==> src/rtl/fiso_pkg.sv <==
package fiso_pkg;
  localparam int FLIT_W = 16;
  localparam int CRC_W  = 4;
  localparam int WORD_W = FLIT_W + CRC_W;
  localparam int CRED_W = 2;
  localparam logic [CRC_W-1:0] CRC_POLY = 4'b0011;  // x^4 + x + 1, top term implied

  // Serial CRC, zero start, flit MSB first
  function automatic logic [CRC_W-1:0] crc4_calc(input logic [FLIT_W-1:0] d);
    logic [CRC_W-1:0] c;
    logic fb;
    c = '0;
    for (int i = FLIT_W - 1; i >= 0; i--) begin
      fb = c[CRC_W-1] ^ d[i];
      c  = {c[CRC_W-2:0], 1'b0};
      if (fb) c = c ^ CRC_POLY;
    end
    return c;
  endfunction
endpackage

==> src/rtl/fiso_crc_chk.sv <==
module fiso_crc_chk
  import fiso_pkg::*;
(
  input  logic              valid_i,
  input  logic [WORD_W-1:0] word_i,
  output logic              bad_o
);
  logic [CRC_W-1:0] expect_crc;
  assign expect_crc = crc4_calc(word_i[WORD_W-1:CRC_W]);
  assign bad_o      = valid_i && (expect_crc != word_i[CRC_W-1:0]);
endmodule

==> src/rtl/fiso_fifo.sv <==
module fiso_fifo #(
  parameter int W     = 20,
  parameter int DEPTH = 4
) (
  input  logic         clk_i,
  input  logic         rst_ni,
  input  logic         flush_i,
  input  logic         push_i,
  input  logic [W-1:0] din_i,
  input  logic         pop_i,
  output logic [W-1:0] dout_o,
  output logic         empty_o,
  output logic         full_o
);
  localparam int PTR_W = (DEPTH > 1) ? $clog2(DEPTH) : 1;
  localparam int CNT_W = $clog2(DEPTH + 1);

  logic [DEPTH-1:0][W-1:0] mem_q;
  logic [PTR_W-1:0]        wr_q, rd_q;
  logic [CNT_W-1:0]        cnt_q;

  function automatic logic [PTR_W-1:0] ptr_next(input logic [PTR_W-1:0] p);
    return (p == PTR_W'(DEPTH - 1)) ? '0 : p + PTR_W'(1);
  endfunction

  always_ff @(posedge clk_i) begin
    if (!rst_ni) begin
      mem_q <= '0;
      wr_q  <= '0;
      rd_q  <= '0;
      cnt_q <= '0;
    end else if (flush_i) begin
      wr_q  <= '0;
      rd_q  <= '0;
      cnt_q <= '0;
    end else begin
      if (push_i) begin
        mem_q[wr_q] <= din_i;
        wr_q        <= ptr_next(wr_q);
      end
      if (pop_i) rd_q <= ptr_next(rd_q);
      case ({push_i, pop_i})
        2'b10:   cnt_q <= cnt_q + CNT_W'(1);
        2'b01:   cnt_q <= cnt_q - CNT_W'(1);
        default: cnt_q <= cnt_q;
      endcase
    end
  end

  assign dout_o  = mem_q[rd_q];
  assign empty_o = (cnt_q == '0);
  assign full_o  = (cnt_q == CNT_W'(DEPTH));


  no_overflow_chk: assert property (@(posedge clk_i) disable iff (!rst_ni)
    push_i |-> !full_o);

  no_underflow_chk: assert property (@(posedge clk_i) disable iff (!rst_ni)
    pop_i |-> !empty_o);

  flush_empties_chk: assert property (@(posedge clk_i) disable iff (!rst_ni)
    flush_i |=> empty_o);
endmodule

==> src/rtl/fiso_isolator.sv <==
module fiso_isolator
  import fiso_pkg::*;
(
  input  logic              clk_i,
  input  logic              rst_ni,
  input  logic              restore_i,
  input  logic              in_valid_i,
  input  logic              in_bad_i,
  input  logic              head_bad_i,
  input  logic              empty_i,
  input  logic              dn_ready_i,
  output logic              push_o,
  output logic              pop_o,
  output logic              dn_valid_o,
  output logic              fault_o,
  output logic [CRED_W-1:0] credit_o
);
  logic              fault_q;
  logic [CRED_W-1:0] credit_q;
  logic              in_drop, head_live, deliver, scrap, trip;

  assign push_o     = in_valid_i && !in_bad_i && !fault_q && !restore_i;
  assign in_drop    = in_valid_i && !push_o;
  assign head_live  = !empty_i && !restore_i;
  assign dn_valid_o = head_live && !fault_q && !head_bad_i;
  assign deliver    = dn_valid_o && dn_ready_i;
  assign scrap      = head_live && (fault_q || head_bad_i);
  assign pop_o      = deliver || scrap;
  assign trip       = (in_valid_i && in_bad_i) || (!empty_i && head_bad_i);

  always_ff @(posedge clk_i) begin
    if (!rst_ni) begin
      fault_q  <= 1'b0;
      credit_q <= '0;
    end else begin
      fault_q  <= restore_i ? 1'b0 : (fault_q || trip);
      credit_q <= CRED_W'(in_drop) + CRED_W'(pop_o);
    end
  end

  assign fault_o  = fault_q;
  assign credit_o = credit_q;


  entry_trip_chk: assert property (@(posedge clk_i) disable iff (!rst_ni)
    (in_valid_i && in_bad_i && !restore_i) |=> fault_o);

  exit_trip_chk: assert property (@(posedge clk_i) disable iff (!rst_ni)
    (!empty_i && head_bad_i && !restore_i) |=> fault_o);

  fault_sticky_chk: assert property (@(posedge clk_i) disable iff (!rst_ni)
    (fault_o && !restore_i) |=> fault_o);

  restore_clear_chk: assert property (@(posedge clk_i) disable iff (!rst_ni)
    restore_i |=> !fault_o);

  credit_follow_chk: assert property (@(posedge clk_i) disable iff (!rst_ni)
    (pop_o || in_drop) |=> (credit_o != '0));
endmodule

==> src/rtl/fiso_rx_channel.sv <==
module fiso_rx_channel
  import fiso_pkg::*;
#(
  parameter int DEPTH = 4
) (
  input  logic              clk_i,
  input  logic              rst_ni,
  input  logic              link_valid_i,
  input  logic [WORD_W-1:0] link_word_i,
  output logic [CRED_W-1:0] link_credit_o,
  output logic              link_fault_o,
  input  logic              restore_i,
  output logic              dn_valid_o,
  output logic [FLIT_W-1:0] dn_flit_o,
  input  logic              dn_ready_i
);
  logic              in_bad, head_bad, empty, full, push, pop;
  logic [WORD_W-1:0] head_word;

  fiso_crc_chk u_entry_chk (
    .valid_i(link_valid_i), .word_i(link_word_i), .bad_o(in_bad)
  );

  fiso_fifo #(.W(WORD_W), .DEPTH(DEPTH)) u_buf (
    .clk_i(clk_i), .rst_ni(rst_ni), .flush_i(restore_i),
    .push_i(push), .din_i(link_word_i), .pop_i(pop),
    .dout_o(head_word), .empty_o(empty), .full_o(full)
  );

  fiso_crc_chk u_exit_chk (
    .valid_i(!empty), .word_i(head_word), .bad_o(head_bad)
  );

  fiso_isolator u_iso (
    .clk_i(clk_i), .rst_ni(rst_ni), .restore_i(restore_i),
    .in_valid_i(link_valid_i), .in_bad_i(in_bad),
    .head_bad_i(head_bad), .empty_i(empty), .dn_ready_i(dn_ready_i),
    .push_o(push), .pop_o(pop), .dn_valid_o(dn_valid_o),
    .fault_o(link_fault_o), .credit_o(link_credit_o)
  );

  assign dn_flit_o = head_word[WORD_W-1:CRC_W];


  isolated_quiet_chk: assert property (@(posedge clk_i) disable iff (!rst_ni)
    link_fault_o |-> !dn_valid_o);

  full_no_push_chk: assert property (@(posedge clk_i) disable iff (!rst_ni)
    full |-> !(push && !pop));
endmodule

==> config.mk <==
export PLATFORM = sky130hd
export DESIGN_NAME = fiso_rx_channel
export DESIGN_NICKNAME = d
export VERILOG_FILES = /design/src/rtl/fiso_pkg.sv /design/src/rtl/fiso_crc_chk.sv /design/src/rtl/fiso_fifo.sv /design/src/rtl/fiso_isolator.sv /design/src/rtl/fiso_rx_channel.sv
export SDC_FILE = /design/constraint.sdc
export NUM_CORES = 1
export LEC_CHECK = 0
export ABC_AREA = 1
export BUFFER_PORTS_ARGS = -buffer_cell sky130_fd_sc_hd__buf_2
export CAP_MARGIN = 5
export CELL_PAD_IN_SITES_DETAIL_PLACEMENT = 1
export CELL_PAD_IN_SITES_GLOBAL_PLACEMENT = 1
export CORE_MARGIN = 2
export CORE_UTILIZATION = 45
export DETAILED_ROUTE_END_ITERATION = 7
export GPL_TIMING_DRIVEN = 0
export PLACE_DENSITY_LB_ADDON = 0.1
export SLEW_MARGIN = 25
export SYNTH_ARGS = -nofsm -noshare
export SYNTH_HDL_FRONTEND = slang
export SYNTH_SLANG_ARGS = --single-unit
==> constraint.sdc <==
create_clock -name clk_i -period 7.5 [get_ports clk_i]
set_clock_uncertainty 0.2 [all_clocks]
set_input_delay 1.5 -clock clk_i [delete_from_list [all_inputs] [get_ports clk_i]]
set_output_delay 1.5 -clock clk_i [all_outputs]
set_load 0.1 [all_outputs]
==> qor.txt <==
Post-route ant nets - 0
Static Leak - 3.71 nW
Die height - 118 um
Startpoint Class - register
Routed vias/inst - 4.95
Mean Syn Cell Area - 5.89 sq um
Tcrit/Tclk final - 76.9%
DR WL/cell - 15.4 um
Final hold slack - 0.273 ns
Top-count cell post-synth - nand2_1
Outcome - finished clean
GRT Total Usage - 28.1%
Post-DP HPWL - 13.9 mm
Slew Limit Fails - 0
Non-Filler Instances - 1224
Max-cap viol count - 0
Vias - 6062
Unrepaired setup endpoints after global routing - false
Total CTS buffers - 9
CTS tree - built
Actual slew at the worst max-slew pin - 0.779 ns
I/O Buffers - 41
IO Pins - 45
Pre-CTS WS - 2.16 ns
Placement-stage cell area - 0.00628 sq mm
Ys Warns - 0
Post_cts resized - 0
Setup ws final - 1.73 ns
Setup TNS - 0 ns
Max frequency - 0.173 GHz
Area Growth Syn to Fin - 12.8%
Synthesized flop and latch total - 90
Hold Buf Count CTS - 0
# rows - 41
Final hold violation count - 0
Yosys top cell area share - 30.8%
Syn nets - 1028
Most used DFF post-synth - dfxtp_1
Drt total wl - 18.9 mm
Initial antenna violation count - 0
Final number of setup-violating endpoints - 0
First DRT Iteration DRCs - 293
Initial Utilization - 46.2%
Drt pass-1 iters - 5
Largest area contributor in the netlist - dfxtp_1
Global route overflow - 0
Clk slew on worst S/H paths - 0.07 ns
PwrDens - 270 mW/mm^2
Root Driver - clkbuf_16
Area of the core - 0.0127 sq mm
Die W - 118 um
Number of global-route vias before repair - 6275
Syn Inst Count - 995
Post-CTS setup buffers - 0
Crit-path max FO - 10
Arr. time, crit path - 4.07 ns
Placer Congestion - 0.859
Synth unique cells - 33
H-tree levels - 3
CTS sink count - 90
Antenna cells - 0
WP data required - 5.80 ns
Post-Syn Area - 0.00586 sq mm
Largest net degree at the start of global routing - 15
VDD IR max - 0.141 mV
Seq/Total Area, Yosys - 30.8%
Critical Path End Type - output pin
Most frequent cells after synthesis - nand2_1, nor2_1, inv_1, dfxtp_1, nand3_1
Critical path class - register to output pin
Synth area leaders - dfxtp_1, nand2_1, nor2_1
Share of post-route cells with drive strength above 1 - 11.4%
Post-synth EDFFs - 0
Layout Utilization - 52.1%
Minimum clock period after layout - 5.77 ns
Worst rel slew slack - 47.8%
Design Area, Final - 0.00661 sq mm
Fin nets - 1080
First-pass GRT wire length - 31.2 mm
Async SR Flop Fraction - 0%
DRC - 0
Min-delay worst type - register to register
Clk_lat worst skew - 0.34 ns
Pwr Total - 1.78 mW
Die Area - 0.0139 sq mm
CTS max path bufs - 2
Placed Cells - 1208
-- routing by layer --
layer,wire length (um),up-vias,GRT usage (%)
met5,0,-,0
li1,-,3065,-
met2,8790,119,46.6
met3,886,26,3.59
met4,343,0,10.4
met1,8880,2852,37.3
-- worst max-delay path, stage by stage (launching register included) --
cell and delay, ns:
dfxtp_1 0.33, buf_2 0.22, buf_2 0.27, buf_1 0.36
buf_2 0.30, buf_1 0.38, nand2_1 0.11, a32oi_1 0.47
inv_1 0.10, nand3_1 0.13, nand2_1 0.06, nand2_1 0.06
nand2_1 0.05, inv_1 0.05, nand2_1 0.12, nand2_1 0.13
nand2_1 0.08, nor2_1 0.09, buf_2 0.43
-- kinds of logic after synthesis --
group	synth area share [%]
xor gates and xnor gates	4.66
DFF	30.8
buffers and inverters	13.7
adders and majority gates	1.84
AOI/OAI and AO/OA	3.87
and+or+nand+nor	45.1
-- placed cells by master (no fill, tap or decap) --
| master | instances |
|---|---|
| nand2_1 | 396 |
| nor2_1 | 181 |
| inv_1 | 136 |
| dfxtp_1 | 90 |
| buf_2 | 66 |
| nand3_1 | 60 |
| a21oi_1 | 17 |
| o21ai_0 | 10 |
| buf_6 | 10 |
| a32oi_1 | 9 |
| clkbuf_16 | 9 |
| xor2_1 | 7 |
| ha_1 | 7 |
| buf_1 | 6 |
| xnor2_2 | 5 |
| inv_2 | 4 |
| nand3_4 | 4 |
| clkbuf_8 | 4 |
| nand3b_1 | 3 |
| nand2_2 | 3 |
| xor2_2 | 3 |
| xnor2_1 | 3 |
| xnor2_4 | 2 |
| clkinv_1 | 2 |
| or2_2 | 2 |
| clkinvlp_4 | 2 |
| clkbuf_1 | 1 |
| o22ai_1 | 1 |
| and2_1 | 1 |
| a31oi_1 | 1 |
| nand2_4 | 1 |
| buf_4 | 1 |
| nand3_2 | 1 |
| nor2_8 | 1 |
| nor3_2 | 1 |
| fa_1 | 1 |
| bufinv_16 | 1 |
-- sequential cells by signal, summed over array words and instances (netlist names) --
register,cells
u_buf.wr_q,2
u_buf.mem_q,80
u_buf.cnt_q,3
u_iso.credit_o,2
u_iso.fault_o,1
u_buf.rd_q,2
-- power by group --
group / switching, mW / leakage (nW) / internal, mW
Sequential: 0.00680 / 0.726 / 0.495
Clock: 0.197 / 0.154 / 0.295
Combinational: 0.562 / 2.83 / 0.226
-- final timing paths --
| check | startpoint | to | slack, ns | cells after the start |
|---|---|---|---|---|
| setup / recovery | u_buf.rd_q[0] | dn_valid_o | 1.73 | 18 |
| hold / removal | u_buf.cnt_q[1] | u_buf.cnt_q[1] | 0.27 | 2 |
| setup reg to reg | u_buf.rd_q[0] | u_buf.cnt_q[2] | 2.73 | 22 |
| hold reg to reg | u_buf.cnt_q[1] | u_buf.cnt_q[1] | 0.27 | 2 |
-- area by class of cell --
| class | instances | area [sq um] |
|---|---|---|
| Sequential cell | 90 | 1800 |
| Inverter | 142 | 533 |
| Buffer | 43 | 272 |
| Clock buffer | 13 | 280 |
| Clock inverter | 3 | 45.0 |
| Fill cell | 1856 | 6060 |
| Multi-Input combinational cell | 720 | 3250 |
| Timing Repair Buffer | 41 | 205 |
| Tap cell | 172 | 215 |
(Power assumes the default switching activity.)
